--- src/rtl/adc_seq_pkg.sv ---
package adc_seq_pkg;

  typedef enum logic [1:0] {
    SEQ_IDLE   = 2'd0,
    SEQ_FIRST  = 2'd1,
    SEQ_SECOND = 2'd2
  } seqState_t;

  // strobes from control to datapath, valid for one cycle
  typedef struct packed {
    logic latchHi;     // narrow mode: store the high half
    logic finishWord;  // wide mode: take the whole bus
    logic finishByte;  // narrow mode: take the low half and assemble
    logic publish;     // raise sampleValid with this word
  } seqStrobe_t;

  function automatic int ceilDiv(input int num, input int den);
    return (num + den - 1) / den;
  endfunction

  function automatic int atLeastOne(input int v);
    return (v < 1) ? 1 : v;
  endfunction

endpackage

--- src/rtl/adc_seq_ctrl.sv ---
module adc_seq_ctrl
  import adc_seq_pkg::*;
#(
  parameter int STB_CYC    = 2,
  parameter int BSEL_CYC   = 4,
  parameter int NORM_CYC   = 125,
  parameter int FAST_CYC   = 100,
  parameter int MAXGAP_CYC = 300,
  parameter int BLANK_CYC  = 2,
  parameter int CNT_W      = 10
) (
  input  logic       clk,
  input  logic       rstN,
  input  logic       enable,
  input  logic       byteMode,
  input  logic       fastMode,
  input  logic       busyEn,
  input  logic       busy,
  output logic       cnvRdN,
  output logic       byteSel,
  output logic       intervalErr,
  output seqStrobe_t ctl
);

  localparam int WAIT_MAX = (STB_CYC > BSEL_CYC) ? STB_CYC : BSEL_CYC;
  localparam int WAIT_W   = $clog2(WAIT_MAX + 1);
  localparam int AGE_W    = $clog2(BSEL_CYC + 1);

  localparam logic [WAIT_W-1:0] STB_LD   = WAIT_W'(STB_CYC - 1);
  localparam logic [WAIT_W-1:0] BSEL_LD  = WAIT_W'(BSEL_CYC - 1);
  localparam logic [AGE_W-1:0]  AGE_SAT  = AGE_W'(BSEL_CYC);
  localparam logic [CNT_W-1:0]  NORM_M1  = CNT_W'(NORM_CYC - 1);
  localparam logic [CNT_W-1:0]  FAST_M1  = CNT_W'(FAST_CYC - 1);
  localparam logic [CNT_W-1:0]  BLANK_M1 = CNT_W'(BLANK_CYC - 1);
  localparam logic [CNT_W-1:0]  GAP_LIM  = CNT_W'(MAXGAP_CYC);
  localparam logic [CNT_W-1:0]  CNT_SAT  = {CNT_W{1'b1}};

  seqState_t         state;
  logic [WAIT_W-1:0] waitCnt;
  logic [CNT_W-1:0]  sinceCnt;
  logic [AGE_W-1:0]  bselAge;
  logic              started;
  logic              primed;
  logic              curByte;
  logic              cnvRdNq;
  logic              byteSelq;
  logic              errQ;

  logic              waitDone;
  logic              intervalMet;
  logic              bselReady;
  logic              go;
  logic              byteSelNext;
  logic [CNT_W-1:0]  periodM1;

  assign cnvRdN      = cnvRdNq;
  assign byteSel     = byteSelq;
  assign intervalErr = errQ;

  // ---------------- pacing ----------------
  always_comb begin
    waitDone    = (waitCnt == '0);
    periodM1    = fastMode ? FAST_M1 : NORM_M1;
    intervalMet = busyEn ? ((sinceCnt >= BLANK_M1) && !busy)
                         : (sinceCnt >= periodM1);
    bselReady   = (byteSelq == byteMode) && (bselAge >= AGE_SAT);
    go          = (state == SEQ_IDLE) && enable && bselReady
                  && (!started || intervalMet);
  end

  // ---------------- strobes to datapath ----------------
  always_comb begin
    ctl = '0;
    if (state == SEQ_FIRST && waitDone) begin
      ctl.latchHi    = curByte;
      ctl.finishWord = !curByte;
      ctl.publish    = !curByte && primed;
    end else if (state == SEQ_SECOND && waitDone) begin
      ctl.finishByte = 1'b1;
      ctl.publish    = primed;
    end
  end

  // ---------------- half select next value ----------------
  always_comb begin
    byteSelNext = byteSelq;
    unique case (state)
      SEQ_IDLE:   byteSelNext = byteMode;
      SEQ_FIRST:  if (waitDone && curByte) byteSelNext = 1'b0;
      SEQ_SECOND: if (waitDone) byteSelNext = 1'b1;
      default:    byteSelNext = byteSelq;
    endcase
  end

  // ---------------- sequencer ----------------
  always_ff @(posedge clk or negedge rstN) begin
    if (!rstN) begin
      state    <= SEQ_IDLE;
      waitCnt  <= '0;
      started  <= 1'b0;
      primed   <= 1'b0;
      curByte  <= 1'b0;
      cnvRdNq  <= 1'b1;
    end else begin
      unique case (state)
        SEQ_IDLE: begin
          if (go) begin
            state   <= SEQ_FIRST;
            cnvRdNq <= 1'b0;
            waitCnt <= STB_LD;
            started <= 1'b1;
            curByte <= byteMode;
          end
        end
        SEQ_FIRST: begin
          if (!waitDone) begin
            waitCnt <= waitCnt - 1'b1;
          end else if (curByte) begin
            state   <= SEQ_SECOND;
            waitCnt <= BSEL_LD;
          end else begin
            state   <= SEQ_IDLE;
            cnvRdNq <= 1'b1;
            primed  <= 1'b1;
          end
        end
        SEQ_SECOND: begin
          if (!waitDone) begin
            waitCnt <= waitCnt - 1'b1;
          end else begin
            state   <= SEQ_IDLE;
            cnvRdNq <= 1'b1;
            primed  <= 1'b1;
          end
        end
        default: state <= SEQ_IDLE;
      endcase
    end
  end

  // ---------------- timers and select ----------------
  always_ff @(posedge clk or negedge rstN) begin
    if (!rstN) begin
      sinceCnt <= '0;
      bselAge  <= AGE_SAT;
      byteSelq <= 1'b0;
      errQ     <= 1'b0;
    end else begin
      if (go)
        sinceCnt <= '0;
      else if (sinceCnt != CNT_SAT)
        sinceCnt <= sinceCnt + 1'b1;

      byteSelq <= byteSelNext;
      if (byteSelNext != byteSelq)
        bselAge <= '0;
      else if (bselAge < AGE_SAT)
        bselAge <= bselAge + 1'b1;

      if (go)
        errQ <= 1'b0;
      else if (fastMode && started && (sinceCnt >= GAP_LIM))
        errQ <= 1'b1;
    end
  end

  // ---------------- strobe spacing monitor ----------------
  logic             prevRd;
  logic             hadFall;
  logic             fallSeen;
  logic [CNT_W-1:0] gapCnt;

  assign fallSeen = prevRd && !cnvRdNq;

  always_ff @(posedge clk or negedge rstN) begin
    if (!rstN) begin
      prevRd  <= 1'b1;
      hadFall <= 1'b0;
      gapCnt  <= '0;
    end else begin
      prevRd <= cnvRdNq;
      if (fallSeen) begin
        hadFall <= 1'b1;
        gapCnt  <= CNT_W'(1);
      end else if (gapCnt != CNT_SAT) begin
        gapCnt <= gapCnt + 1'b1;
      end
    end
  end

  // fixed pacing never spaces strobes closer than the fast interval
  p_min_gap_r7: assert property (@(posedge clk) disable iff (!rstN)
    (fallSeen && hadFall && !$past(busyEn)) |-> (gapCnt >= CNT_W'(FAST_CYC)));

  // the error flag is clear in the cycle a new strobe appears
  p_err_clear_r9: assert property (@(posedge clk) disable iff (!rstN)
    $fell(cnvRdNq) |-> !errQ);

  // wide reads keep the half select low
  p_word_sel_r5: assert property (@(posedge clk) disable iff (!rstN)
    (state != SEQ_IDLE && !curByte) |-> !byteSelq);

  // the narrow read starts with the high half selected
  p_hi_sel_r4: assert property (@(posedge clk) disable iff (!rstN)
    $fell(cnvRdNq) && curByte |-> byteSelq);

endmodule

--- src/rtl/adc_seq_datapath.sv ---
module adc_seq_datapath
  import adc_seq_pkg::*;
#(
  parameter int DATA_W = 16
) (
  input  logic              clk,
  input  logic              rstN,
  input  seqStrobe_t        ctl,
  input  logic [DATA_W-1:0] dataIn,
  output logic              sampleValid,
  output logic [DATA_W-1:0] sampleData
);

  localparam int HALF_W = DATA_W / 2;

  logic [HALF_W-1:0] hiReg;
  logic              hiFresh;
  logic [DATA_W-1:0] narrowWord;

  assign narrowWord = {hiReg, dataIn[HALF_W-1:0]};

  always_ff @(posedge clk or negedge rstN) begin
    if (!rstN) begin
      hiReg       <= '0;
      hiFresh     <= 1'b0;
      sampleData  <= '0;
      sampleValid <= 1'b0;
    end else begin
      sampleValid <= (ctl.finishWord || ctl.finishByte) && ctl.publish;
      if (ctl.latchHi) begin
        hiReg   <= dataIn[HALF_W-1:0];
        hiFresh <= 1'b1;
      end
      if (ctl.finishWord)
        sampleData <= dataIn;
      if (ctl.finishByte) begin
        sampleData <= narrowWord;
        hiFresh    <= 1'b0;
      end
    end
  end

  // the low half is only taken after a high half of the same read
  p_hi_first_r4: assert property (@(posedge clk) disable iff (!rstN)
    ctl.finishByte |-> hiFresh);

  // one pulse per read
  p_single_pulse_r10: assert property (@(posedge clk) disable iff (!rstN)
    sampleValid |=> !sampleValid);

endmodule

--- src/rtl/adc_read_seq.sv ---
module adc_read_seq
  import adc_seq_pkg::*;
#(
  parameter int DATA_W    = 16,
  parameter int CLK_NS    = 10,
  parameter int STB_NS    = 15,
  parameter int BSEL_NS   = 40,
  parameter int NORM_NS   = 1250,
  parameter int FAST_NS   = 1000,
  parameter int MAXGAP_NS = 3000,
  parameter int BLANK_NS  = 20
) (
  input  logic              clk,
  input  logic              rstN,
  input  logic              enable,
  input  logic              byteMode,
  input  logic              fastMode,
  input  logic              busyEn,
  input  logic              busy,
  input  logic [DATA_W-1:0] dataIn,
  output logic              cnvRdN,
  output logic              byteSel,
  output logic              sampleValid,
  output logic [DATA_W-1:0] sampleData,
  output logic              intervalErr
);

  localparam int STB_CYC    = atLeastOne(ceilDiv(STB_NS, CLK_NS));
  localparam int BSEL_CYC   = atLeastOne(ceilDiv(BSEL_NS, CLK_NS));
  localparam int NORM_CYC   = atLeastOne(ceilDiv(NORM_NS, CLK_NS));
  localparam int FAST_CYC   = atLeastOne(ceilDiv(FAST_NS, CLK_NS));
  localparam int MAXGAP_CYC = atLeastOne(ceilDiv(MAXGAP_NS, CLK_NS));
  localparam int BLANK_CYC  = atLeastOne(ceilDiv(BLANK_NS, CLK_NS));
  localparam int CNT_W      = $clog2(MAXGAP_CYC + NORM_CYC + FAST_CYC + 2);

  seqStrobe_t ctl;

  adc_seq_ctrl #(
    .STB_CYC   (STB_CYC),
    .BSEL_CYC  (BSEL_CYC),
    .NORM_CYC  (NORM_CYC),
    .FAST_CYC  (FAST_CYC),
    .MAXGAP_CYC(MAXGAP_CYC),
    .BLANK_CYC (BLANK_CYC),
    .CNT_W     (CNT_W)
  ) u_ctrl (
    .clk        (clk),
    .rstN       (rstN),
    .enable     (enable),
    .byteMode   (byteMode),
    .fastMode   (fastMode),
    .busyEn     (busyEn),
    .busy       (busy),
    .cnvRdN     (cnvRdN),
    .byteSel    (byteSel),
    .intervalErr(intervalErr),
    .ctl        (ctl)
  );

  adc_seq_datapath #(
    .DATA_W(DATA_W)
  ) u_data (
    .clk        (clk),
    .rstN       (rstN),
    .ctl        (ctl),
    .dataIn     (dataIn),
    .sampleValid(sampleValid),
    .sampleData (sampleData)
  );

endmodule

--- config.mk ---
export PLATFORM = sky130hd
export DESIGN_NAME = adc_read_seq
export DESIGN_NICKNAME = d
export VERILOG_FILES = /design/src/rtl/adc_seq_pkg.sv /design/src/rtl/adc_seq_ctrl.sv /design/src/rtl/adc_seq_datapath.sv /design/src/rtl/adc_read_seq.sv
export SDC_FILE = /design/constraint.sdc
export NUM_CORES = 1
export LEC_CHECK = 0
export ABC_AREA = 1
export CAP_MARGIN = 15
export CELL_PAD_IN_SITES_DETAIL_PLACEMENT = 0
export CELL_PAD_IN_SITES_GLOBAL_PLACEMENT = 1
export CORE_MARGIN = 3
export CORE_UTILIZATION = 41
export CTS_BUF_LIST = sky130_fd_sc_hd__clkbuf_4 sky130_fd_sc_hd__clkbuf_8
export DETAILED_ROUTE_END_ITERATION = 12
export PLACE_DENSITY = 0.92
export SYNTH_ARGS = -nofsm -noshare
export SYNTH_HDL_FRONTEND = slang
export SYNTH_HIERARCHICAL = 1
export SYNTH_SLANG_ARGS = --single-unit
--- constraint.sdc ---
create_clock -name clk -period 2.4 [get_ports clk]
set_clock_uncertainty 0.1 [all_clocks]
set_input_delay 0.24 -clock clk [delete_from_list [all_inputs] [get_ports clk]]
set_output_delay 0.24 -clock clk [all_outputs]
set_load 0.02 [all_outputs]
Word-level counts from Yosys, hierarchy flattened --
Cells that the tools add are included.
Storage, ports and cells: flip-flop bits (word level) 49, input port bits 23, output and inout port bits 20, word-level logic and storage cells 95
Cells by class: add/sub/neg operators 3, $lt $le $gt $ge 5, eq/ne operators 11, mux-type cells 33, reduce and logical (&&, ||, !) cells 30
Operators with widths (number):
- $mux 16 | 2
- $mux 10 | 2
- $mux 3 | 6
- $logic_and 1x1->1 | 12
- $mux 2 | 6
- $mux 1 | 11
- $add 10x1->10 const B | 1
- $ge 10x1->1 const B | 1
- $ge 10x10->1 | 1
- $ge 10x9->1 const B | 1
- $ne 10x10->1 const B | 1
- $reduce_bool 2->1 | 5
- $pmux 3 s3 | 1
- $reduce_and 4->1 | 2
- $ne 2x1->1 const B | 3
- $pmux 1 s3 | 2
- $pmux 2 s3 | 1
- $mux 5 | 1
- $reduce_and 5->1 | 1
- $ne 2x2->1 const B | 2
- $add 3x1->3 const B | 1
- $ge 3x3->1 const B | 1
- $logic_not 1->1 | 3
- $logic_not 3->1 | 1
- other kinds (13) | 14

Longest topological paths before layout --
word-level depth 7, mapped depth 17, mapped depth without buffers 17

Modules after synthesis --
Netlist, hierarchy kept.
By module, submodules not included:
- adc_seq_ctrl | times used 1, cells an instance 206, area each 1624.1 um^2, sequential area each 603.1 um^2
- adc_seq_datapath | times used 1, cells an instance 130, area each 1066.0 um^2, sequential area each 625.6 um^2

Worst setup path before layout --
No wires, ideal clock.
path kind reg-to-reg, from reg u_ctrl.waitCnt[0], to reg u_data.sampleData[10], library setup time 0.065 ns, data arrival time 1.682 ns, required time 2.235 ns, setup slack 0.553 ns, stages on the path, launching flop included 14, clock period less this slack 1.847 ns, path through dfrtp_1 > inv_1 > ha_1 > inv_1 > nor2_2 > inv_2 > nor2_1 > inv_2 > nor2_1 > nor2_8 > inv_2 > buf_6 > nand2_1 > nand2_1
RTL lines:
- from (decl) | RTL line adc_seq_ctrl.sv:39 | logic [WAIT_W-1:0] waitCnt;
- from (signal assigned) | RTL line adc_seq_ctrl.sv:117 | waitCnt <= waitCnt - 1'b1;
- from (signal assigned) | RTL line adc_seq_ctrl.sv:129 | waitCnt <= waitCnt - 1'b1;
- to (signal assigned) | RTL line adc_seq_datapath.sv:35 | sampleData <= dataIn;
- to (signal assigned) | RTL line adc_seq_datapath.sv:37 | sampleData <= narrowWord;
- to (decl) | RTL line adc_seq_datapath.sv:11 | output logic [DATA_W-1:0] sampleData

==> out/results.txt <==
Status = complete, no violations
CP Buf/Inv Count = 6
Most used cell, CP = inv_2
Most frequent cells in the layout = nand2_1 (116), dfrtp_1 (47), clkdlybuf4s50_1 (41), inv_1 (39), nor2_1 (24)
FP Rows = 28
PortBufs = 42
Largest family of logic cells by synthesized area = simple AND/OR/NAND/NOR gates
Crit. End Element = flip-flop
Max Slew Vio Count = 0
Sw Share = 42.10%
VDD IR max = 0.0005432 V
Post-synthesis cell type count = 36
Clock Root Buffer = clkbuf_8
Power, Total = 3.558 mW
Final setup TNS = 0 ns
Syn Inst Count = 336
Via count = 2166
Met3 Usage GRT = 3.690%
Synth Area in Adders = 6.977%
Mux contribution to synthesized area = 0%
Mean Syn Cell Area = 8.006 um2
Final ANT Viol Nets = 0
Ports = 43
Worst-path cell chain = inv_1, ha_1, inv_1, nor2_2, inv_2, nor2_2, inv_2, nor2_1, buf_4, nor2_8, inv_2, nand2_1, nand2_1
Grt ovf = 0
Number of synthesized register bits = 49
Post-DP HPWL = 4.088 mm
Worst EP required = 2.55 ns
Static Leak = 1.652 nW
Largest net degree at the start of global routing = 50
Router iterations before antenna repair = 4
Total global-route track usage = 16.28%
Sequential Power Share = 40.9%
P_int = 2.060 mW
Crit path DAT = 2.16 ns
Ys async rst share = 100.0%
Compound-gate portion of the synthesized area = 7.814%
CP max stage delay = 0.40 ns
Endpoints failing setup = 0
Post-synth EDFFs = 0
Worst setup SP type = flip-flop
Seq/Total Area, Yosys = 45.67%
Critical path class = flip-flop to flip-flop
Fillers = 574
Syn Nets = 374
Met1 GRT Util = 20.85%
Max Root-Sink Buffers = 2
Post-Synth Simple-Gate Area = 30.74%
Clock power share = 14.9%
Antenna violations before repair = 0
Final-report hold violation count = 0
Antenna cells = 0
H-Tree Depth = 2
Final min period = 2.010 ns
Initial cell density of the core = 43.88%
CTS tree = built
WL final = 5.449 mm
DRT iter0 DRCs = 65
Max-slew headroom = 58.92%
Hold Crit Class = flip-flop to flip-flop
Mapped cell area = 2690 um2
Highest-delay cell along the critical path = dfrtp_1
Chip height = 87 um
Clock slew seen by the registers of the worst setup and hold paths = 0.11 ns
Commonest non-fill, non-tap cell in the layout = nand2_1
Worst skew pair latency = 0.32 ns
RSZ-0062 raised after global routing = no
GPL Wtd Cong = 0.8001
Routed len/inst = 11.82 um
Post-CTS Repair Setup Buffers = 0
Syn. warnings = 6
Sink Count = 49
Die Wd = 87 um
Crit Path Max Fanout = 18
Vias per cell = 4.698
Total die area = 7569 um2
Worst-margin pin slew = 0.6161 ns
Final period utilization = 83.77%
Xor and xnor area share after synthesis = 0.9767%
Switching power = 1.498 mW
Max_cap viols = 0
Post-route DRC = 0
Vias in the first global route = 2212
Max Freq = 497.4 MHz
Combinational power share = 44.2%
Core ar. = 6131 um2
Cts bufs inserted = 5
First-pass GRT wire length = 9.867 mm
Critical path's top delay family = buffers and inverters
Grt peak-use layer = met2
Final nets = 423
Cell area power density = 1079 nW/um2
Ratio of cells with drive above 1 in the final layout = 12.69%
Synthesis-to-layout area growth = 22.56%
Global-route met2 utilization = 26.98%
Main synth FF type = dfrtp_1
-- kinds of logic (layout without fill, tap and decap cells) --
kind of cell,Yosys count,after routing
AND/OR/NAND/NOR,183,183
AO/OA/AOI/OAI,36,36
adder cells (fa/ha/maj),15,15
XOR/XNOR,3,3
flip-flops,49,49
buffers and inverters,50,100
-- power groups by stage --
| stage | Sequential (mW) | Clock [mW] | Combinational (mW) |
|---|---|---|---|
| 2_1_floorplan | 1.60 | 0 | 0.880 |
| 3_3_place_gp | 1.47 | 0 | 1.55 |
| 3_5_place_dp | 1.47 | 0 | 1.59 |
| 4_1_cts | 1.46 | 0.549 | 1.60 |
| 5_1_grt | 1.52 | 0.582 | 1.80 |
| 6_report | 1.46 | 0.529 | 1.57 |
-- tightest hold or removal path, cell delays in order, from the launching register on --
cell	delay, ns
dfrtp_1	0.34
inv_1	0.05
nand2_1	0.06
-- sequential cells by signal, summed over array words and instances (netlist names), 2 cells and up --
signal             cells
u_ctrl/bselAge         3
u_data/hiReg           8
u_ctrl/waitCnt         3
u_ctrl/state           2
u_data/sampleData     16
u_ctrl/sinceCnt       10
-- stage by stage --
step	utilization (%)	area [um2]	hold slack (ns)	std cells	worst slack [ns]
global route	53.78	3297	0.3924	461	0.1474
floorplan	-	2690	-0.1556	336	0.5535
CTS	53.73	3294	0.3698	461	0.2863
detailed placement	51.98	3187	0.2889	452	0.1608
global placement	51.98	3187	0.2789	452	0.2244
finish	53.78	3297	0.3662	461	0.3895
-- area by class of cell --
| cell class | instances | area [um2] | area share [%] |
|---|---|---|---|
| clock buffer | 5 | 68.82 | 2.087 |
| clock inverter | 3 | 28.78 | 0.8729 |
| inverter | 46 | 175.2 | 5.313 |
| multi-input combinational | 237 | 1254 | 38.03 |
| sequential | 49 | 1229 | 37.27 |
| tap | 75 | 93.84 | 2.846 |
| timing repair buffer | 46 | 447.9 | 13.59 |
-- cell usage after synthesis (2+ instances only) --
| library cell | instances | area, um2 |
|---|---|---|
| a21oi_1 | 9 | 45.04 |
| nor2_2 | 4 | 25.02 |
| nand2_2 | 8 | 50.05 |
| ha_1 | 15 | 187.7 |
| inv_1 | 39 | 146.4 |
| o21ai_2 | 4 | 35.03 |
| dfrtp_1 | 47 | 1176 |
| nor2_1 | 25 | 93.84 |
| inv_2 | 6 | 22.52 |
| nand4_1 | 3 | 18.77 |
| dfstp_2 | 2 | 52.55 |
| nor2_4 | 2 | 22.52 |
| buf_6 | 2 | 22.52 |
| nand3_1 | 14 | 70.07 |
| nand2_4 | 3 | 33.78 |
| xor2_1 | 3 | 26.28 |
| o21ai_0 | 13 | 65.06 |
| nand2_1 | 116 | 435.4 |
| o21ai_1 | 4 | 20.02 |
-- worst paths after layout --
check	startpoint	end	slack, ns	depth (start not counted)
setup / recovery	u_ctrl/waitCnt[0]$_DFFE_PN0P_	u_data/sampleData[11]$_DFFE_PN0P_	0.39	13
hold / removal	u_ctrl/primed$_DFFE_PN0P_	u_ctrl/primed$_DFFE_PN0P_	0.37	2
min in group asynchronous	rstN	u_data/sampleData[9]$_DFFE_PN0P_	0.46	3
hold reg to reg	u_ctrl/primed$_DFFE_PN0P_	u_ctrl/primed$_DFFE_PN0P_	0.37	2
max in group asynchronous	rstN	u_ctrl/waitCnt[2]$_DFFE_PN0P_	1.32	3
setup reg to reg	u_ctrl/waitCnt[0]$_DFFE_PN0P_	u_data/sampleData[11]$_DFFE_PN0P_	0.39	13
-- per-layer routing --
layer,share of wire (%),vias to the layer above
li1,-,1143
met1,46,992
met2,49,26
met3,3.4,5
met4,1.2,0
met5,0,-
-- what timing repair did --
action / in CTS / in global routing
endpoints found under the hold margin: 47 / 0
hold buffers: 1 / 0
resized for setup: 0 / 1
endpoints found under the setup margin: 0 / 1
No activity file was read; power rests on OpenSTA's default activity.
